### src/rtl/sqw_pkg.sv
package sqw_pkg;
  localparam int unsigned SQW_CNT_W    = 16;
  localparam int unsigned SQW_HOLD_LSB = 3;
  localparam int unsigned SQW_SEL_W    = $clog2(SQW_CNT_W);
  typedef logic [SQW_SEL_W-1:0] sqw_rate_t;
endpackage

### src/rtl/sqw_prescaler.sv
module sqw_prescaler #(
  parameter int unsigned CNT_W    = 16,
  parameter int unsigned HOLD_LSB = 3
) (
  input  logic             clk,
  input  logic             rst_n,
  input  logic             adv,
  input  logic             hold,
  output logic [CNT_W-1:0] cnt
);
  localparam int unsigned HI_W = CNT_W - HOLD_LSB;

  logic [HOLD_LSB-1:0] lo_q, lo_d;
  logic [HI_W-1:0]     hi_q, hi_d;
  logic                carry;

  // next state
  always_comb begin
    carry = adv & (&lo_q);
    lo_d  = adv ? lo_q + HOLD_LSB'(1) : lo_q;
    if (hold) hi_d = '0;
    else      hi_d = hi_q + HI_W'(carry);
  end

  // registers
  always_ff @(posedge clk or negedge rst_n) begin
    if (!rst_n) begin
      lo_q <= '0;
      hi_q <= '0;
    end else begin
      lo_q <= lo_d;
      hi_q <= hi_d;
    end
  end

  assign cnt = {hi_q, lo_q};


  hold_upper_zero_chk: assert property (@(posedge clk) disable iff (!rst_n)
    hold |=> (cnt[CNT_W-1:HOLD_LSB] == '0));


  idle_stable_chk: assert property (@(posedge clk) disable iff (!rst_n)
    (!adv && !hold) |=> $stable(cnt));


  advance_step_chk: assert property (@(posedge clk) disable iff (!rst_n)
    (adv && !hold) |=> (cnt == $past(cnt) + CNT_W'(1)));


  fast_stages_run_chk: assert property (@(posedge clk) disable iff (!rst_n)
    (adv && hold) |=> (cnt[HOLD_LSB-1:0] == $past(cnt[HOLD_LSB-1:0]) + HOLD_LSB'(1)));
endmodule

### src/rtl/sqw_rate_mux.sv
module sqw_rate_mux #(
  parameter int unsigned CNT_W = 16,
  parameter int unsigned SEL_W = 4
) (
  input  logic [CNT_W-1:0] cnt,
  input  logic             tick,
  input  logic [SEL_W-1:0] sel,
  output logic             tap
);
  localparam int unsigned N_TAP = 1 << SEL_W;

  logic [N_TAP-1:0] taps;

  for (genvar k = 0; k < N_TAP; k++) begin : g_tap
    if (k == 0) begin : g_raw
      assign taps[k] = tick;
    end else if (k < CNT_W) begin : g_bit
      assign taps[k] = cnt[k];
    end else begin : g_none
      assign taps[k] = 1'b0;
    end
  end

  assign tap = taps[sel];
endmodule

### src/rtl/sqw_pin_ctrl.sv
module sqw_pin_ctrl (
  input  logic clk,
  input  logic rst_n,
  input  logic tap,
  input  logic run_en,
  input  logic pwr_fail,
  output logic wave,
  output logic wave_oe
);
  logic wave_q, wave_d;

  // next state
  always_comb begin
    wave_d = tap & run_en & ~pwr_fail;
  end

  // registers
  always_ff @(posedge clk or negedge rst_n) begin
    if (!rst_n) wave_q <= 1'b0;
    else        wave_q <= wave_d;
  end

  assign wave    = wave_q;
  assign wave_oe = ~pwr_fail;


  pwrfail_low_chk: assert property (@(posedge clk) disable iff (!rst_n)
    pwr_fail |=> !wave_q);


  stopped_low_chk: assert property (@(posedge clk) disable iff (!rst_n)
    !run_en |=> !wave_q);
endmodule

### src/rtl/sqw_rate_gen.sv
module sqw_rate_gen
  import sqw_pkg::*;
#(
  parameter int unsigned CNT_W    = SQW_CNT_W,
  parameter int unsigned HOLD_LSB = SQW_HOLD_LSB,
  parameter int unsigned SEL_W    = SQW_SEL_W
) (
  input  logic             clk,
  input  logic             rst_n,
  input  logic             tick_32k,
  input  logic [SEL_W-1:0] rate_sel,
  input  logic             out_en,
  input  logic             osc_en,
  input  logic             sync_hold,
  input  logic             pwr_fail,
  output logic             wave,
  output logic             wave_oe
);
  logic [1:0]       rst_pipe_q;
  logic             rst_n_int;
  logic             adv;
  logic             run_en;
  logic             tap;
  logic [CNT_W-1:0] cnt;

  // reset: asynchronous assert, synchronous release
  always_ff @(posedge clk or negedge rst_n) begin
    if (!rst_n) rst_pipe_q <= 2'b00;
    else        rst_pipe_q <= {rst_pipe_q[0], 1'b1};
  end
  assign rst_n_int = rst_pipe_q[1];

  assign adv    = tick_32k & osc_en;
  assign run_en = out_en & osc_en;

  sqw_prescaler #(.CNT_W(CNT_W), .HOLD_LSB(HOLD_LSB)) u_presc (
    .clk  (clk),
    .rst_n(rst_n_int),
    .adv  (adv),
    .hold (sync_hold),
    .cnt  (cnt)
  );

  sqw_rate_mux #(.CNT_W(CNT_W), .SEL_W(SEL_W)) u_mux (
    .cnt (cnt),
    .tick(tick_32k),
    .sel (rate_sel),
    .tap (tap)
  );

  sqw_pin_ctrl u_pin (
    .clk     (clk),
    .rst_n   (rst_n_int),
    .tap     (tap),
    .run_en  (run_en),
    .pwr_fail(pwr_fail),
    .wave    (wave),
    .wave_oe (wave_oe)
  );


  raw_phase_chk: assert property (@(posedge clk) disable iff (!rst_n_int)
    (rate_sel == '0 && run_en && !pwr_fail) |=> (wave == $past(tick_32k)));


  osc_off_low_chk: assert property (@(posedge clk) disable iff (!rst_n_int)
    !osc_en |=> (!wave && $stable(cnt)));
endmodule

### config.mk
export PLATFORM = sky130hd
export DESIGN_NAME = sqw_rate_gen
export DESIGN_NICKNAME = d
export VERILOG_FILES = /design/src/rtl/sqw_pkg.sv /design/src/rtl/sqw_prescaler.sv /design/src/rtl/sqw_rate_mux.sv /design/src/rtl/sqw_pin_ctrl.sv /design/src/rtl/sqw_rate_gen.sv
export SDC_FILE = /design/constraint.sdc
export NUM_CORES = 1
export LEC_CHECK = 0
export BUFFER_PORTS_ARGS = -buffer_cell sky130_fd_sc_hd__clkbuf_2
export CORE_MARGIN = 1
export CORE_UTILIZATION = 55
export CTS_CLUSTER_SIZE = 12
export DETAILED_ROUTE_END_ITERATION = 12
export PLACE_DENSITY = 0.83
export SLEW_MARGIN = 5
export SYNTH_ARGS = -nofsm -noshare
export SYNTH_HDL_FRONTEND = slang
export SYNTH_SLANG_ARGS = --single-unit
export TNS_END_PERCENT = 5
### constraint.sdc
create_clock -name clk -period 0.8 [get_ports clk]
set_input_delay 0.16 -clock clk [delete_from_list [all_inputs] [get_ports clk]]
set_output_delay 0.16 -clock clk [all_outputs]
set_load 0.02 [all_outputs]
==> flow_metrics.py <==
metrics = {
    "status": {
        "outcome": "complete, but fails checks",
        "violations": "negative setup slack",
    },
    "die": {
        "initial_core_util_pct": 61.8,
        "die_area_um2": 1960,
        "placementRows": 14,
        "ioPinCount": 13,
        "die_height_um": 44.3,
        "die_w_um": 44.3,
        "core_area_um2": 1590,
    },
    "clocking": {
        "cts_made_buffers": 3,
        "clk_latency_ns": 0.31,
        "clk_pin_slew_ns": 0.11,
        "cts_buffer_depth": 2,
        "clock_sinks": 19,
        "cts_tree": "yes",
        "htree_levels": 1,
        "cts-root-buf": "clkbuf_4",
    },
    "timing": {
        "min_period_ns": 1.93,
        "timing.fmax_mhz": 518,
        "slew_violations": 0,
        "worst_hold_slack_ns": 0.0107,
        "hold_viol_final": 0,
        "rsz0062_at_grt": "true",
        "finalCritPeriodShare_pct": 242,
        "finalSetupViolations": 17,
        "finClkSkew_ns": 0.00643,
        "fin_ws_ns": -1.13,
    },
    "yosys": {
        "syn_area_per_cell_um2": 10.9,
        "seq_area_frac_synth_pct": 48.3,
        "ys_ff_latch": 19,
        "synth_area_leaders": "dfrtp_1 (48%), xnor2_1 (5.3%), ha_1 (5.1%), xor2_1 (4.4%), nor2_1 (3.8%)",
        "synth_xor_area_share_pct": 9.78,
        "muxShareOfSynthArea_pct": 11.4,
        "synthAdderAreaFrac_pct": 5.08,
        "synth_commonest_cells": "dfrtp_1 (19), nor2_1 (10), nand2_1 (6), xnor2_1 (6)",
        "synth.yosys.warnings": 0,
        "ys_dominant_reg_cell": "dfrtp_1",
        "synth_area_um2": 985,
        "yosysUniqueCellTypes": 26,
        "synth-simple-area-share_pct": 16.5,
        "synth_compound_area_share_pct": 5.84,
        "synth_most_common_cell": "dfrtp_1",
        "yosys.area.top_type": "dfrtp_1",
        "synthArstFlopShare_pct": 100,
        "synthCells": 90,
        "synth_top_area_share_pct": 48.3,
        "syn-num-nets": 105,
        "synth_top_family_by_area": "simple AND/OR/NAND/NOR gates",
        "synth_edf_count": 0,
    },
    "cells_and_area": {
        "n_antenna_cell": 0,
        "utilization_pct": 85.6,
        "multiInputGateArea_um2": 561,
        "final_cells": 154,
        "finish.instance_area_um2": 1370,
        "area_growth_pct": 38.6,
        "drive_gt1_share_pct": 45.4,
        "ff_latch_area_um2": 475,
        "nNetsFinal": 146,
        "fillers": 73,
    },
    "setup_path": {
        "r2r_setup_slack_ns": -1.13,
        "end_kind": "flop",
        "cp.arrival_ns": 2.16,
        "path_max_fanout": 5,
        "cpPeakStageDelay_ns": 0.40,
        "crit_slowest_cell": "dfrtp_1",
        "critPathKind": "flop to flop",
        "start_kind": "flop",
        "cp_cell_sequence": "ha_2 -> ha_1 -> and3_4 -> ha_4 -> nand4_1 -> buf_6 -> or3_4 -> a21oi_2",
        "critPathRequiredTime_ns": 1.03,
        "worstReg2RegStart": "u_presc.lo_q[1]$_DFFE_PN0P_",
        "r2r_cells": 8,
        "r2r-end": "u_presc.hi_q[8]$_DFF_PN0_",
    },
    "power_and_ir_drop": {
        "p_leak_nw": 0.630,
        "swShare_pct": 28.4,
        "ir_drop_mv": 1.83,
        "power_mw": 2.24,
        "power_density_nw_per_um2": 1640,
        "clkPwrFrac_pct": 22.4,
        "p_switching_uw": 635,
        "pwr-share-comb_pct": 27.6,
        "p_int_mw": 1.60,
        "p_seq_share_pct": 50.0,
    },
    "global_routing": {
        "grt_pass1_vias": 876,
        "grt_overflow_total": 0,
        "grt_max_degree": 18,
        "grt_antenna_before_repair": 0,
        "grt_pass1_wl_um": 3830,
        "gr-usage-all-layers_pct": 29.4,
    },
    "placement": {
        "dp_hpwl_um": 1610,
        "post_dp_cell_area_um2": 1240,
        "dp_cells": 146,
        "gp_congestion": 0.796,
        "place.port_buffers": 12,
    },
    "drt": {
        "ant_nets": 0,
        "vias_per_cell": 5.89,
        "drt_pass1_iterations": 4,
        "routed_wl_um": 2830,
        "drt_iter0_drc": 34,
        "num_vias": 907,
        "route.detailed.drc": 0,
        "wl_per_cell_um": 18.4,
    },
    "hold_path": {
        "holdCritPathClass": "input port to flop",
        "holdPathEnd": "u_pin.wave$_DFF_PN0_",
        "hold_depth": 2,
        "min_from": "pwr_fail",
    },
    "flow_run": {
        "maxCapViolations": 0,
    },
}
-- layout make-up --
class,count,share of cell area (%)
timing repair buffer,38,19.2
clock buffer,4,1.92
tap,24,2.20
multi-input combinational,66,41.1
sequential,19,34.8
inverter,3,0.825
-- layer usage --
metal | global-route usage [%] | share of wire (%) | up-vias
met4 | 17.0 | 4.4 | 0
met3 | 6.12 | 6.1 | 15
met5 | 0 | 0 | -
met2 | 49.7 | 53 | 53
met1 | 34.6 | 37 | 441
li1 | - | - | 398
-- flip-flops by register name, summed over array words and instances, names as in the netlist --
register,flops
u_pin.wave,1
u_presc.hi_q,13
u_presc.lo_q,3
rst_pipe_q,2
-- worst max path at each step --
stage / startpoint / slack (ns) / cells past startpoint / to
after floorplan: u_presc.lo_q[0]$_DFFE_PN0P_ / -0.86 / 8 / u_presc.hi_q[12]$_DFF_PN0_
after global placement: u_presc.lo_q[1]$_DFFE_PN0P_ / -0.92 / 8 / u_presc.hi_q[11]$_DFF_PN0_
after detailed placement: u_presc.lo_q[1]$_DFFE_PN0P_ / -1.05 / 8 / u_presc.hi_q[12]$_DFF_PN0_
after CTS: u_presc.lo_q[1]$_DFFE_PN0P_ / -1.06 / 7 / u_presc.hi_q[8]$_DFF_PN0_
after global routing: u_presc.lo_q[1]$_DFFE_PN0P_ / -1.14 / 8 / u_presc.hi_q[8]$_DFF_PN0_
final: u_presc.lo_q[1]$_DFFE_PN0P_ / -1.13 / 8 / u_presc.hi_q[8]$_DFF_PN0_
-- power groups by stage --
| stage | clock [mW] | sequential [mW] | combinational, mW |
|---|---|---|---|
| floorplan | 0 | 1.13 | 0.222 |
| global placement | 0 | 1.12 | 0.428 |
| detailed placement | 0 | 1.13 | 0.445 |
| CTS | 0.511 | 1.11 | 0.503 |
| global route | 0.539 | 1.12 | 0.667 |
| finish | 0.501 | 1.12 | 0.617 |
-- cells by family (layout without fill, tap and decap cells) --
group	after synthesis	after routing
other	1	1
buffers and inverters	5	45
adders and majority gates	4	4
DFF	19	19
AOI/OAI and AO/OA	8	8
and+or+nand+nor	34	34
xor gates and xnor gates	11	11
muxes	8	8
-- cell usage in the layout (no fill, tap or decap), drive strengths merged, types with 4 or more instances in the layout --
cell type,synthesis,final
nand2,6,6
buf,1,26
ha,4,4
xnor2,6,6
nand3,4,4
xor2,5,5
nand4,5,5
nor3,4,4
clkbuf,1,15
nor2,10,10
dfrtp,19,19
-- worst max-delay path: cells and delay by family (launching register included) --
family	cells	cell delay (ns)
adders and majority gates	3	0.46
AOI/OAI and AO/OA	1	0.17
DFF	1	0.40
and+or+nand+nor	3	0.65
buffers and inverters	1	0.16
-- timing repair --
| item | 4_1_cts | 5_1_grt |
|---|---|---|
| endpoints found under the hold margin | 2 | 0 |
| endpoints found under the setup margin | 17 | 18 |
| hold buffers | 1 | 0 |
| buffers inserted | 1 | 2 |
| gates resized for setup | 5 | 9 |
| pin swaps | 9 | 9 |
-- stage by stage --
| stage | TNS [ns] | setup WS [ns] |
|---|---|---|
| 6_report | -13.67 | -1.13 |
| 5_1_grt | -14.39 | -1.14 |
| 4_1_cts | -13.42 | -1.06 |
| 3_5_place_dp | -13.32 | -1.05 |
| 3_3_place_gp | -12.18 | -0.916 |
| 2_1_floorplan | -11.16 | -0.858 |
(Power assumes the default switching activity.)
